$ cat src/rtl/dcf_pkg.sv
package dcf_pkg;

  localparam int WIN_SHIFT = 13;

  typedef enum logic [2:0] {
    ST_RESET   = 3'b001,
    ST_STOPPED = 3'b010,
    ST_RUNNING = 3'b100
  } chan_state_e;

  typedef enum logic [1:0] {
    OP_LOAD_DATA = 2'd0,
    OP_LOAD_CTX  = 2'd1,
    OP_START     = 2'd2
  } eng_op_e;

  localparam logic [5:0] RI_DATA_PTR = 6'h16;
  localparam logic [5:0] RI_BUF_PTR  = 6'h17;
  localparam logic [5:0] RI_GROUP    = 6'h18;
  localparam logic [5:0] RI_CTX_PTR  = 6'h1F;
  localparam logic [5:0] RI_CMD      = 6'h20;
  localparam logic [5:0] RI_CFG      = 6'h21;
  localparam logic [5:0] RI_STATUS   = 6'h22;
  localparam logic [5:0] RI_MASK     = 6'h23;
  localparam logic [5:0] RI_ACK      = 6'h24;
  localparam logic [5:0] RI_RAW      = 6'h25;
  localparam logic [5:0] RI_MASKED   = 6'h26;
  localparam logic [5:0] RI_STREAM   = 6'h27;

  localparam logic [9:0] SC_LOAD_DATA = 10'h140;
  localparam logic [9:0] SC_BURST     = 10'h020;
  localparam logic [9:0] SC_LOAD_CTX  = 10'h200;
  localparam logic [1:0] SIZE_WORD    = 2'd2;

  typedef struct packed {
    logic        desc_eol_we;
    logic        desc_eol;
    logic        data_we;
    logic [31:0] data_ptr;
    logic        buf_we;
    logic [31:0] buf_ptr;
    logic        start;
  } seq_upd_t;

  function automatic logic [31:0] status_word(chan_state_e st, logic eol, logic err);
    logic [31:0] w;
    w      = '0;
    w[2:0] = st;
    w[5]   = eol;
    w[8]   = 1'b1;
    w[9]   = err;
    return w;
  endfunction

  function automatic logic stream_needs_engine(logic [31:0] v);
    return |(v[9:0] & (SC_LOAD_DATA | SC_LOAD_CTX));
  endfunction

  function automatic logic stray_bits(logic [31:0] v, int unsigned legal_w);
    return (v >> legal_w) != 32'd0;
  endfunction

endpackage

$ cat src/rtl/dcf_decode.sv
module dcf_decode #(
  parameter int ADDR_W = 16,
  parameter int NUM_CH = 4,
  localparam int CHF_W = ADDR_W - dcf_pkg::WIN_SHIFT
) (
  input  logic [ADDR_W-1:0] addr,
  input  logic [1:0]        size,
  output logic [CHF_W-1:0]  ch_idx,
  output logic [5:0]        reg_idx,
  output logic              word_ok,
  output logic              ch_ok
);
  import dcf_pkg::*;

  logic unused_alias;

  assign ch_idx       = addr[ADDR_W-1:WIN_SHIFT];
  assign reg_idx      = addr[7:2];
  assign word_ok      = (size == SIZE_WORD);
  assign ch_ok        = 32'(ch_idx) < 32'(NUM_CH);
  assign unused_alias = ^{addr[WIN_SHIFT-1:8], addr[1:0]};

endmodule

$ cat src/rtl/dcf_chan.sv
module dcf_chan #(
  parameter int IRQ_W = 4
) (
  input  logic                 clk,
  input  logic                 rst_n,
  input  logic                 wr_en,
  input  logic [5:0]           reg_idx,
  input  logic [31:0]          wdata,
  input  logic                 evt_hit,
  input  logic [IRQ_W-1:0]     evt_irq,
  input  logic                 evt_eol,
  input  logic                 upd_hit,
  input  dcf_pkg::seq_upd_t    upd,
  output logic [31:0]          rd_data,
  output logic [31:0]          data_ptr,
  output logic [31:0]          ctx_ptr,
  output dcf_pkg::chan_state_e state,
  output logic                 ch_eol,
  output logic                 desc_eol,
  output logic                 cfg_en,
  output logic                 cfg_stop,
  output logic                 irq
);
  import dcf_pkg::*;

  logic [31:0]      data_q, buf_q, group_q, ctx_q, cmd_q, strm_q;
  logic [1:0]       cfg_q;
  logic [IRQ_W-1:0] mask_q, raw_q;
  chan_state_e      state_q;
  logic             ch_eol_q, desc_eol_q, err_q;

  logic cfg_wr, ack_wr;
  assign cfg_wr = wr_en && (reg_idx == RI_CFG);
  assign ack_wr = wr_en && (reg_idx == RI_ACK);

  always_ff @(posedge clk) begin
    if (!rst_n) begin
      data_q     <= '0;
      buf_q      <= '0;
      group_q    <= '0;
      ctx_q      <= '0;
      cmd_q      <= '0;
      strm_q     <= '0;
      cfg_q      <= '0;
      mask_q     <= '0;
      raw_q      <= '0;
      state_q    <= ST_RESET;
      ch_eol_q   <= 1'b0;
      desc_eol_q <= 1'b0;
      err_q      <= 1'b0;
    end else begin
      // sequencer start, then engine events, then bus writes
      if (upd_hit && upd.start) begin
        state_q  <= ST_RUNNING;
        ch_eol_q <= 1'b0;
      end
      if (evt_hit && evt_eol) begin
        ch_eol_q   <= 1'b1;
        desc_eol_q <= 1'b1;
      end
      raw_q <= (raw_q & ~(ack_wr ? wdata[IRQ_W-1:0] : '0)) | (evt_hit ? evt_irq : '0);
      if (wr_en) begin
        unique case (reg_idx)
          RI_DATA_PTR: data_q  <= wdata;
          RI_BUF_PTR:  buf_q   <= wdata;
          RI_GROUP:    group_q <= wdata;
          RI_CTX_PTR:  ctx_q   <= wdata;
          RI_MASK:     mask_q  <= wdata[IRQ_W-1:0];
          RI_CMD: begin
            cmd_q <= wdata;
            if (stray_bits(wdata, 1)) err_q <= 1'b1;
          end
          RI_STREAM: begin
            strm_q <= wdata;
            if (stray_bits(wdata, 10)) err_q <= 1'b1;
          end
          RI_CFG: begin
            cfg_q <= wdata[1:0];
            if (wdata[1])  state_q <= ST_STOPPED;
            if (!wdata[0]) state_q <= ST_RESET;
          end
          default: ;
        endcase
      end
      // engine results take priority over software pointer writes
      if (upd_hit && upd.desc_eol_we) desc_eol_q <= upd.desc_eol;
      if (upd_hit && upd.data_we)     data_q     <= upd.data_ptr;
      if (upd_hit && upd.buf_we)      buf_q      <= upd.buf_ptr;
    end
  end

  always_comb begin
    unique case (reg_idx)
      RI_DATA_PTR: rd_data = data_q;
      RI_BUF_PTR:  rd_data = buf_q;
      RI_GROUP:    rd_data = group_q;
      RI_CTX_PTR:  rd_data = ctx_q;
      RI_CMD:      rd_data = cmd_q;
      RI_CFG:      rd_data = 32'(cfg_q);
      RI_STATUS:   rd_data = status_word(state_q, ch_eol_q, err_q);
      RI_MASK:     rd_data = 32'(mask_q);
      RI_RAW:      rd_data = 32'(raw_q);
      RI_MASKED:   rd_data = 32'(raw_q & mask_q);
      RI_STREAM:   rd_data = strm_q;
      default:     rd_data = '0;
    endcase
  end

  assign data_ptr = data_q;
  assign ctx_ptr  = ctx_q;
  assign state    = state_q;
  assign ch_eol   = ch_eol_q;
  assign desc_eol = desc_eol_q;
  assign cfg_en   = cfg_q[0];
  assign cfg_stop = cfg_q[1];
  assign irq      = |(raw_q & mask_q);

  assert_state_onehot_R2: assert property (@(posedge clk) disable iff (!rst_n)
    $countones(state_q) == 1);

  assert_cfg_reset_wins_R3: assert property (@(posedge clk) disable iff (!rst_n)
    (cfg_wr && !wdata[0]) |=> (state_q == ST_RESET));

  assert_ack_clears_R6: assert property (@(posedge clk) disable iff (!rst_n)
    (ack_wr && !evt_hit) |=> ((raw_q & $past(wdata[IRQ_W-1:0])) == '0));

  assert_start_runs_R8: assert property (@(posedge clk) disable iff (!rst_n)
    (upd_hit && upd.start && !cfg_wr && !(evt_hit && evt_eol))
      |=> (state_q == ST_RUNNING && !ch_eol_q));

endmodule

$ cat src/rtl/dcf_seq.sv
module dcf_seq #(
  parameter int CH_W = 2
) (
  input  logic              clk,
  input  logic              rst_n,
  input  logic              go_stream,
  input  logic              go_cont,
  input  logic [CH_W-1:0]   go_ch,
  input  logic [9:0]        go_bits,
  output logic              busy,
  output logic [CH_W-1:0]   seq_ch,
  input  logic [31:0]       sel_data_ptr,
  input  logic [31:0]       sel_ctx_ptr,
  input  logic              sel_ch_eol,
  input  logic              sel_client,
  output logic              cmd_valid,
  input  logic              cmd_ready,
  output logic [1:0]        cmd_op,
  output logic [CH_W-1:0]   cmd_ch,
  output logic [31:0]       cmd_addr,
  input  logic              rsp_valid,
  input  logic              rsp_eol,
  input  logic [31:0]       rsp_link,
  input  logic [31:0]       rsp_buf,
  output logic              upd_valid,
  output dcf_pkg::seq_upd_t upd
);
  import dcf_pkg::*;

  typedef enum logic [3:0] {
    SQ_IDLE, SQ_SD_ISS, SQ_SD_WAIT, SQ_SC_ISS, SQ_SC_WAIT,
    SQ_CR_ISS, SQ_CR_WAIT, SQ_CA_ISS, SQ_CA_WAIT, SQ_GO_ISS
  } seq_st_e;

  seq_st_e         st_q;
  logic [CH_W-1:0] ch_q;
  logic            burst_q, ctx_q;
  logic            advance;

  assign advance = !rsp_eol && sel_ch_eol;

  always_ff @(posedge clk) begin
    if (!rst_n) begin
      st_q    <= SQ_IDLE;
      ch_q    <= '0;
      burst_q <= 1'b0;
      ctx_q   <= 1'b0;
    end else begin
      unique case (st_q)
        SQ_IDLE: begin
          if (go_stream) begin
            ch_q    <= go_ch;
            burst_q <= |(go_bits & SC_BURST);
            ctx_q   <= |(go_bits & SC_LOAD_CTX);
            st_q    <= (|(go_bits & SC_LOAD_DATA)) ? SQ_SD_ISS : SQ_SC_ISS;
          end else if (go_cont) begin
            ch_q    <= go_ch;
            burst_q <= 1'b0;
            ctx_q   <= 1'b0;
            st_q    <= SQ_CR_ISS;
          end
        end
        SQ_SD_ISS: if (cmd_ready) st_q <= SQ_SD_WAIT;
        SQ_SC_ISS: if (cmd_ready) st_q <= SQ_SC_WAIT;
        SQ_CR_ISS: if (cmd_ready) st_q <= SQ_CR_WAIT;
        SQ_CA_ISS: if (cmd_ready) st_q <= SQ_CA_WAIT;
        SQ_GO_ISS: if (cmd_ready) st_q <= ctx_q ? SQ_SC_ISS : SQ_IDLE;
        SQ_SD_WAIT: if (rsp_valid)
          st_q <= (burst_q && sel_client) ? SQ_GO_ISS : (ctx_q ? SQ_SC_ISS : SQ_IDLE);
        SQ_SC_WAIT: if (rsp_valid) st_q <= SQ_IDLE;
        SQ_CR_WAIT: if (rsp_valid) st_q <= advance ? SQ_CA_ISS : SQ_IDLE;
        SQ_CA_WAIT: if (rsp_valid) st_q <= sel_client ? SQ_GO_ISS : SQ_IDLE;
        default: st_q <= SQ_IDLE;
      endcase
    end
  end

  always_comb begin
    cmd_valid = 1'b0;
    cmd_op    = OP_LOAD_DATA;
    cmd_addr  = sel_data_ptr;
    unique case (st_q)
      SQ_SD_ISS, SQ_CR_ISS, SQ_CA_ISS: cmd_valid = 1'b1;
      SQ_SC_ISS: begin
        cmd_valid = 1'b1;
        cmd_op    = OP_LOAD_CTX;
        cmd_addr  = sel_ctx_ptr;
      end
      SQ_GO_ISS: begin
        cmd_valid = 1'b1;
        cmd_op    = OP_START;
      end
      default: ;
    endcase
  end

  always_comb begin
    upd = '0;
    unique case (st_q)
      SQ_SD_WAIT: if (rsp_valid) begin
        upd.desc_eol_we = 1'b1;
        upd.desc_eol    = rsp_eol;
      end
      SQ_SC_WAIT: if (rsp_valid) begin
        upd.data_we  = 1'b1;
        upd.data_ptr = rsp_link;
        upd.buf_we   = 1'b1;
        upd.buf_ptr  = rsp_buf;
      end
      SQ_CR_WAIT: if (rsp_valid) begin
        upd.desc_eol_we = 1'b1;
        upd.desc_eol    = rsp_eol;
        if (advance) begin
          upd.data_we  = 1'b1;
          upd.data_ptr = rsp_link;
        end else begin
          upd.buf_we  = 1'b1;
          upd.buf_ptr = rsp_buf;
        end
      end
      SQ_CA_WAIT: if (rsp_valid) begin
        upd.desc_eol_we = 1'b1;
        upd.desc_eol    = rsp_eol;
        upd.buf_we      = 1'b1;
        upd.buf_ptr     = rsp_buf;
      end
      SQ_GO_ISS: upd.start = cmd_ready;
      default: ;
    endcase
  end

  assign upd_valid = upd.desc_eol_we | upd.data_we | upd.buf_we | upd.start;
  assign busy      = (st_q != SQ_IDLE);
  assign seq_ch    = ch_q;
  assign cmd_ch    = ch_q;

  assert_cmd_hold_R4: assert property (@(posedge clk) disable iff (!rst_n)
    (cmd_valid && !cmd_ready) |=> (cmd_valid && $stable(cmd_op) && $stable(cmd_ch)));

  assert_start_has_client_R8: assert property (@(posedge clk) disable iff (!rst_n)
    (cmd_valid && cmd_op == OP_START) |-> sel_client);

endmodule

$ cat src/rtl/dma_ctl_front.sv
module dma_ctl_front #(
  parameter int NUM_CH = 4,
  parameter int ADDR_W = 16,
  parameter int IRQ_W  = 4,
  localparam int CH_W  = (NUM_CH > 1) ? $clog2(NUM_CH) : 1,
  localparam int CHF_W = ADDR_W - dcf_pkg::WIN_SHIFT
) (
  input  logic              clk,
  input  logic              rst_n,
  input  logic              bus_req,
  input  logic              bus_we,
  input  logic [ADDR_W-1:0] bus_addr,
  input  logic [1:0]        bus_size,
  input  logic [31:0]       bus_wdata,
  output logic [31:0]       bus_rdata,
  output logic              bus_ack,
  output logic              bus_err,
  input  logic [NUM_CH-1:0] client_present,
  input  logic              evt_valid,
  input  logic [CH_W-1:0]   evt_ch,
  input  logic [IRQ_W-1:0]  evt_irq,
  input  logic              evt_eol,
  output logic              cmd_valid,
  input  logic              cmd_ready,
  output logic [1:0]        cmd_op,
  output logic [CH_W-1:0]   cmd_ch,
  output logic [31:0]       cmd_addr,
  input  logic              rsp_valid,
  input  logic              rsp_eol,
  input  logic [31:0]       rsp_link,
  input  logic [31:0]       rsp_buf,
  output logic [NUM_CH-1:0] irq
);
  import dcf_pkg::*;

  logic [CHF_W-1:0] ch_idx;
  logic [5:0]       reg_idx;
  logic             word_ok, ch_ok;

  dcf_decode #(.ADDR_W(ADDR_W), .NUM_CH(NUM_CH)) u_decode (
    .addr(bus_addr), .size(bus_size), .ch_idx(ch_idx),
    .reg_idx(reg_idx), .word_ok(word_ok), .ch_ok(ch_ok)
  );

  logic [31:0]  rd_arr   [NUM_CH];
  logic [31:0]  data_arr [NUM_CH];
  logic [31:0]  ctx_arr  [NUM_CH];
  chan_state_e  st_arr   [NUM_CH];
  logic [NUM_CH-1:0] eol_v, deol_v, en_v, stop_v, wr_v;

  logic            seq_busy, upd_valid;
  logic [CH_W-1:0] seq_ch;
  seq_upd_t        upd;
  logic            acc_ok, wr_fire, strm_go, cont_go, needs_seq, stall;

  // addressed-channel view for the continue gate and read data
  logic [31:0] addr_rd;
  logic        addr_cont_ok;
  always_comb begin
    addr_rd      = '0;
    addr_cont_ok = 1'b0;
    for (int i = 0; i < NUM_CH; i++) begin
      if (ch_idx == CHF_W'(i)) begin
        addr_rd      = rd_arr[i];
        addr_cont_ok = en_v[i] && client_present[i] && !stop_v[i] &&
                       (st_arr[i] == ST_RUNNING) && deol_v[i];
      end
    end
  end

  assign acc_ok    = bus_req && word_ok && ch_ok;
  assign strm_go   = (reg_idx == RI_STREAM) && stream_needs_engine(bus_wdata);
  assign cont_go   = (reg_idx == RI_CMD) && addr_cont_ok;
  assign needs_seq = acc_ok && bus_we && (strm_go || cont_go);
  assign stall     = needs_seq && seq_busy;
  assign bus_ack   = bus_req && !stall;
  assign bus_err   = bus_req && !(word_ok && ch_ok);
  assign bus_rdata = (acc_ok && !bus_we) ? addr_rd : 32'd0;
  assign wr_fire   = acc_ok && bus_we && !stall;

  // sequencer-side channel selection
  logic [31:0] sel_data, sel_ctx;
  logic        sel_eol, sel_client;
  always_comb begin
    sel_data   = '0;
    sel_ctx    = '0;
    sel_eol    = 1'b0;
    sel_client = 1'b0;
    for (int i = 0; i < NUM_CH; i++) begin
      if (seq_ch == CH_W'(i)) begin
        sel_data   = data_arr[i];
        sel_ctx    = ctx_arr[i];
        sel_eol    = eol_v[i];
        sel_client = client_present[i];
      end
    end
  end

  dcf_seq #(.CH_W(CH_W)) u_seq (
    .clk(clk), .rst_n(rst_n),
    .go_stream(wr_fire && strm_go), .go_cont(wr_fire && cont_go),
    .go_ch(CH_W'(ch_idx)), .go_bits(bus_wdata[9:0]),
    .busy(seq_busy), .seq_ch(seq_ch),
    .sel_data_ptr(sel_data), .sel_ctx_ptr(sel_ctx),
    .sel_ch_eol(sel_eol), .sel_client(sel_client),
    .cmd_valid(cmd_valid), .cmd_ready(cmd_ready), .cmd_op(cmd_op),
    .cmd_ch(cmd_ch), .cmd_addr(cmd_addr),
    .rsp_valid(rsp_valid), .rsp_eol(rsp_eol), .rsp_link(rsp_link), .rsp_buf(rsp_buf),
    .upd_valid(upd_valid), .upd(upd)
  );

  for (genvar g = 0; g < NUM_CH; g++) begin : g_chan
    assign wr_v[g] = wr_fire && (ch_idx == CHF_W'(g));
    dcf_chan #(.IRQ_W(IRQ_W)) u_chan (
      .clk(clk), .rst_n(rst_n),
      .wr_en(wr_v[g]), .reg_idx(reg_idx), .wdata(bus_wdata),
      .evt_hit(evt_valid && evt_ch == CH_W'(g)), .evt_irq(evt_irq), .evt_eol(evt_eol),
      .upd_hit(upd_valid && seq_ch == CH_W'(g)), .upd(upd),
      .rd_data(rd_arr[g]), .data_ptr(data_arr[g]), .ctx_ptr(ctx_arr[g]),
      .state(st_arr[g]), .ch_eol(eol_v[g]), .desc_eol(deol_v[g]),
      .cfg_en(en_v[g]), .cfg_stop(stop_v[g]), .irq(irq[g])
    );
  end

  assert_subword_err_R10: assert property (@(posedge clk) disable iff (!rst_n)
    (bus_req && bus_size != SIZE_WORD) |-> (bus_err && bus_ack && bus_rdata == 32'd0));

  assert_no_write_on_err_R1: assert property (@(posedge clk) disable iff (!rst_n)
    bus_err |-> (wr_v == '0));

endmodule

$ cat config.mk
export PLATFORM = sky130hd
export DESIGN_NAME = dma_ctl_front
export DESIGN_NICKNAME = d
export VERILOG_FILES = /design/src/rtl/dcf_pkg.sv /design/src/rtl/dcf_decode.sv /design/src/rtl/dcf_chan.sv /design/src/rtl/dcf_seq.sv /design/src/rtl/dma_ctl_front.sv
export SDC_FILE = /design/constraint.sdc
export NUM_CORES = 2
export LEC_CHECK = 0
export ABC_AREA = 1
export BUFFER_PORTS_ARGS = -buffer_cell sky130_fd_sc_hd__buf_2
export CAP_MARGIN = 20
export CORE_AREA = 2 2 380 382
export DETAILED_ROUTE_END_ITERATION = 7
export DIE_AREA = 0 0 382 384
export PLACE_DENSITY = 0.44
export RECOVER_POWER = 50
export REMOVE_ABC_BUFFERS = 1
export SYNTH_ARGS = -nofsm -noshare
export SYNTH_HDL_FRONTEND = slang
export SYNTH_SLANG_ARGS = --single-unit
$ cat constraint.sdc
create_clock -name clk -period 3.5 [get_ports clk]
set_input_delay 0.7 -clock clk [delete_from_list [all_inputs] [get_ports clk]]
set_output_delay 0.7 -clock clk [all_outputs]
set_load 0.05 [all_outputs]
==> results.md <==
Outcome:
- The flow ran to the end, but the final reports show violations.
- The final reports fail on capacitance limit, slew limit, setup timing.

Setup path:
- The kind of capture point of the worst setup path is an output port.
- At the worst endpoint, the arrival time is roughly 2.8 ns.
- The critical path in this run is classified as reg2out.
- Among all stages on the critical path, the largest delay is contributed by dfxtp_2.
- STA puts the critical path data required time at 2.80 ns.
- For this run, the slowest stage of the critical path takes 0.42 ns.
- The most numerous cell on the critical path is buf_12.
- The signal on the critical path passes through inv_1, nor2_4, inv_6, buf_12, o22ai_1, a221oi_1, o21ai_0, buf_4, buf_12.
- The kind of cell with the highest combined delay along the critical path is buffers and inverters.
- The startpoint type of the worst setup path is a flop.
- The count of buffer and inverter cells on the critical path is 5.
- In this run the worst path has a maximum fanout of 23.

Timing:
- Derived from the worst setup path, the maximum achievable clock frequency is about 280 MHz.
- Of the available clock period, the critical path in the final layout requires 1.008.
- The worst slew margin relative to its limit is -0.1958.
- Setup violations remaining at the end of the flow were counted as 1.
- Between clock sinks in the finished design, the worst skew comes to just over 0.03 ns.
- Subtracting the final worst setup slack from the clock period gives roughly 3.5 ns.
- The transition time of the tightest slew-check pin is ~1.8 ns.
- The final count of hold timing violations is 0.
- The final setup slack of the worst path is -0.02656 ns.
- Setup repair after global routing could not meet its margin everywhere.
- The max-slew violation count came to 34.
- Hold timing on the final database bottoms out at a slack of ~0.26 ns.

Logic synthesis:
- The multiplexer share of the synthesized area is 0.001888.
- In this run, distinct cell masters in the synthesized netlist total 46.
- nor2_1 is the most common cell in the netlist.
- Sorting the synthesized cells by area gives the leading types as dfxtp_1, nor2_1, o21ai_0, nand2_1, a21oi_1.
- Counting flops with an async set or reset pin after synthesis yields a share of 0.
- After synthesis, the mean cell area works out to approximately 6.5 sq um.
- The commonest register cell after synthesis is dfxtp_1.
- During synthesis, Yosys emitted a total of 0 warnings.
- The synthesized netlist occupies a cell area of 42420 sq um.
- Synthesis produced approximately 6.5k cells.
- The synthesized-area fraction occupied by and/or/nand/nor cells is 0.2968.
- Of the post-synthesis cell area, the dominant cell type holds 0.3964.
- By area, the combinational part of the netlist is dominated by simple AND/OR/NAND/NOR gates.
- The count of flip-flops with a built-in enable after synthesis is 0.
- The post-synthesis share of cell area spent on xor and xnor gates is 0.
- The synthesized design spends more area on one cell type than any other, namely dfxtp_1.
- The sequential share of the synthesized area is 0.3964.
- The share of the synthesized area in compound gates (AO/OA/AOI/OAI) is 0.2184.
- The number of register bits inferred by synthesis is between 800 and 900.
- After synthesis, the most frequently instantiated cells are nor2_1, nand2_1, o21ai_0.
- Of the total synthesized cell area, the portion taken by full adders, half adders and majority gates is 0.

Hold path:
- The tightest min-delay check is of the in2reg type.

Power:
- Across the VDD grid, the largest voltage drop is between 0.0004 and 0.0005 V.
- In this run the static leakage power is 23.48 nW.
- The part of the power in registers is 0.404.
- The power density relative to cell area is 432.9 nW/um^2.
- The clock network fraction of total power is 0.481.
- The internal power of the cells totals 0.01736 W.
- The total net switching power is approximately 0.0067 W.
- The switching share of power is 0.2776.
- The share of total power dissipated in combinational logic is 0.115.

CTS:
- The maximum clock path buffer count is 3.
- The H-tree generated during clock tree synthesis spans 3 levels.
- The number of hold buffers added after cts is 0.
- The root buffer selected by CTS is clkbuf_16.
- The total clock buffers created by CTS is between 100 and 150.
- The clock-pin slew of the registers on the worst-case setup and hold paths is 0.06 ns.
- The clock tree from TritonCTS is done.
- For the worst-skew pair, the clock arrives at the later sink with an insertion delay of 0.76 ns.
- The clock net in this run drives a total of 840 sinks.

Global routing:
- The first global-routing pass estimated between 300 and 400 mm of wire.
- Entering global routing, the biggest net connects 158 pins.
- For met3 alone, demand over resource in global routing was 0.05947.
- The total global-route track usage is 0.3207.
- The via count of the first global-routing pass is approximately 45k.
- After global routing, the most crowded layer is met2.
- Global routing finished with a remaining overflow of 0.
- The number of antenna violations at the first check in global routing was 8.
- For this run, global-route usage on met1 was measured as 0.4329.
- For met2 alone, demand over resource in global routing was 0.5028.

Route:
- The number of antenna-violating nets in the routed design is 0.
- The via count is slightly below 50k.
- After the first detailed-routing iteration, the DRC count stood at 5800.
- The post-detailed-routing wire length is roughly 250 mm.
- The post-route DRC violation count is 0.
- After detailed routing, the number of vias per cell comes to ~5.6.
- The number of detailed-routing iterations run before antenna repair is 6.
- The wire length per cell after detailed routing is between 20 and 30 um.

Floorplan:
- The floorplan die area is between 100000 and 150000 sq um.
- The die is 382 um wide.
- For this configuration, the core starts out at a cell density of 0.2971.
- The die is 384 um tall.
- The number of placement rows is 139.
- In this run the standard cell core region covers ~140000 sq um.
- roughly 210 I/O pins were placed.

Cells and area:
- After filler insertion, the fill cell instance count of the layout stands at about 15k.
- The area of the multi-input gates is roughly 23000 sq um.
- The utilization of the core after routing is 0.3888.
- The proportion of layout cells with a drive suffix above 1 is 0.1617.
- The final net count is around 7.0k.
- Relative to the synthesized area, the layout overhead comes to 30.86%.
- The sequential cell area in the final layout is approximately 17000 sq um.

Place:
- Routability-driven placement finished with a final weighted congestion of about 0.90.
- The HPWL after detailed placement is approximately 160 mm.
- The post-placement setup slack is -0.2683 ns.
- The count of buffers added on input and output ports is 200.

Job:
- The max capacitance violation total is 1.
-- power by group through the flow --
stage / logic (W) / registers [W] / clock network (W)
5_1_grt: 0.00296 / 0.00972 / 0.0120
3_5_place_dp: 0.00267 / 0.00992 / 0
3_3_place_gp: 0.00267 / 0.00992 / 0
2_1_floorplan: 0.00119 / 0.00989 / 0
4_1_cts: 0.00272 / 0.00971 / 0.0116
6_report: 0.00277 / 0.00971 / 0.0115
-- cell type report --
class	instances	area share
inverters	339	0.02475
multi-input cells	4777	0.4133
repair buffers	757	0.1514
clock inverters	33	0.008205
diodes	4	0.0001803
clock buffers	156	0.05637
well taps	1903	0.04289
flip-flops and latches	840	0.3030
-- cells by family (layout without fill, tap and decap cells) --
kind of cell,after synthesis,after routing
and+or+nand+nor,3096,3096
muxes,8,8
AOI/OAI and AO/OA,1673,1673
other,0,4
buffers and inverters,928,1285
DFF,840,840
-- worst min-delay path: stages --
cell	delay (ns)
buf_2	0.13
nand2_1	0.07
a21oi_1	0.05
-- state kept, by name, indices dropped and copies added, names as in the netlist --
name and count:
u_seq.ctx_q 1, g_chan.u_chan.ch_eol 4, g_chan.u_chan.state 12, g_chan.u_chan.strm_q 128, g_chan.u_chan.mask_q 16, g_chan.u_chan.buf_q 128
g_chan.u_chan.raw_q 16, u_seq.cmd_ch 2, g_chan.u_chan.cmd_q 128, u_seq.burst_q 1, g_chan.u_chan.ctx_ptr 128, g_chan.u_chan.group_q 128
g_chan.u_chan.data_ptr 128, g_chan.u_chan.cfg_q 8, g_chan.u_chan.err_q 4, u_seq.st_q 4, g_chan.u_chan.desc_eol 4
-- per-layer routing --
layer / routed length, um / vias up
met5: 13 / -
met1: 102600 / 23650
met3: 24040 / 559
li1: - / 22280
met2: 106700 / 2663
met4: 12180 / 2
-- placed cells by master (no fill, tap or decap), types with 61 or more instances in the layout --
master     netlist  routed
inv_1          327     318
nand2_1       1156    1124
dfxtp_1        840     838
o21ai_0        937     889
a21oi_1        430     400
buf_2           99     126
nand3_1        418     413
a221oi_1       118      83
buf_4           12     318
buf_12           0     203
nand4_1         68      68
clkbuf_16        0     112
nor2_1        1369    1333
o22ai_1         65      61
-- stage by stage --
| stage | instances | setup TNS (ns) | total power [W] | instance area [sq um] |
|---|---|---|---|---|
| 2_1_floorplan | 5956 | -1405.38 | 0.01108 | 40020 |
| 3_3_place_gp | 8565 | -5.924 | 0.01259 | 50600 |
| 3_5_place_dp | 8565 | -5.207 | 0.01259 | 50600 |
| 4_1_cts | 8783 | -0.01467 | 0.02407 | 55200 |
| 5_1_grt | 8806 | -0.3792 | 0.02467 | 55500 |
| 6_report | 8809 | -0.02656 | 0.02403 | 55510 |
-- path summary, 6_finish.rpt --
| check | slack, ns | end | from | cells past startpoint |
|---|---|---|---|---|
| hold / removal | 0.26 | g_chan[2].u_chan.raw_q[1] | evt_irq[1] | 3 |
| hold reg to reg | 0.46 | g_chan[0].u_chan.err_q | g_chan[0].u_chan.err_q | 2 |
| setup / recovery | -0.03 | cmd_addr[5] | u_seq.cmd_ch[0] | 9 |
| setup reg to reg | 0.29 | g_chan[3].u_chan.cmd_q[2] | g_chan[3].u_chan.state[2] | 14 |
-- timing repair --
item	CTS	global route
pin swaps	19	42
cloned	9	7
resized for setup	162	143
endpoints found under the setup margin	64	44
setup buffers	23	22
Note: power is estimated with default switching activity, not from simulation.
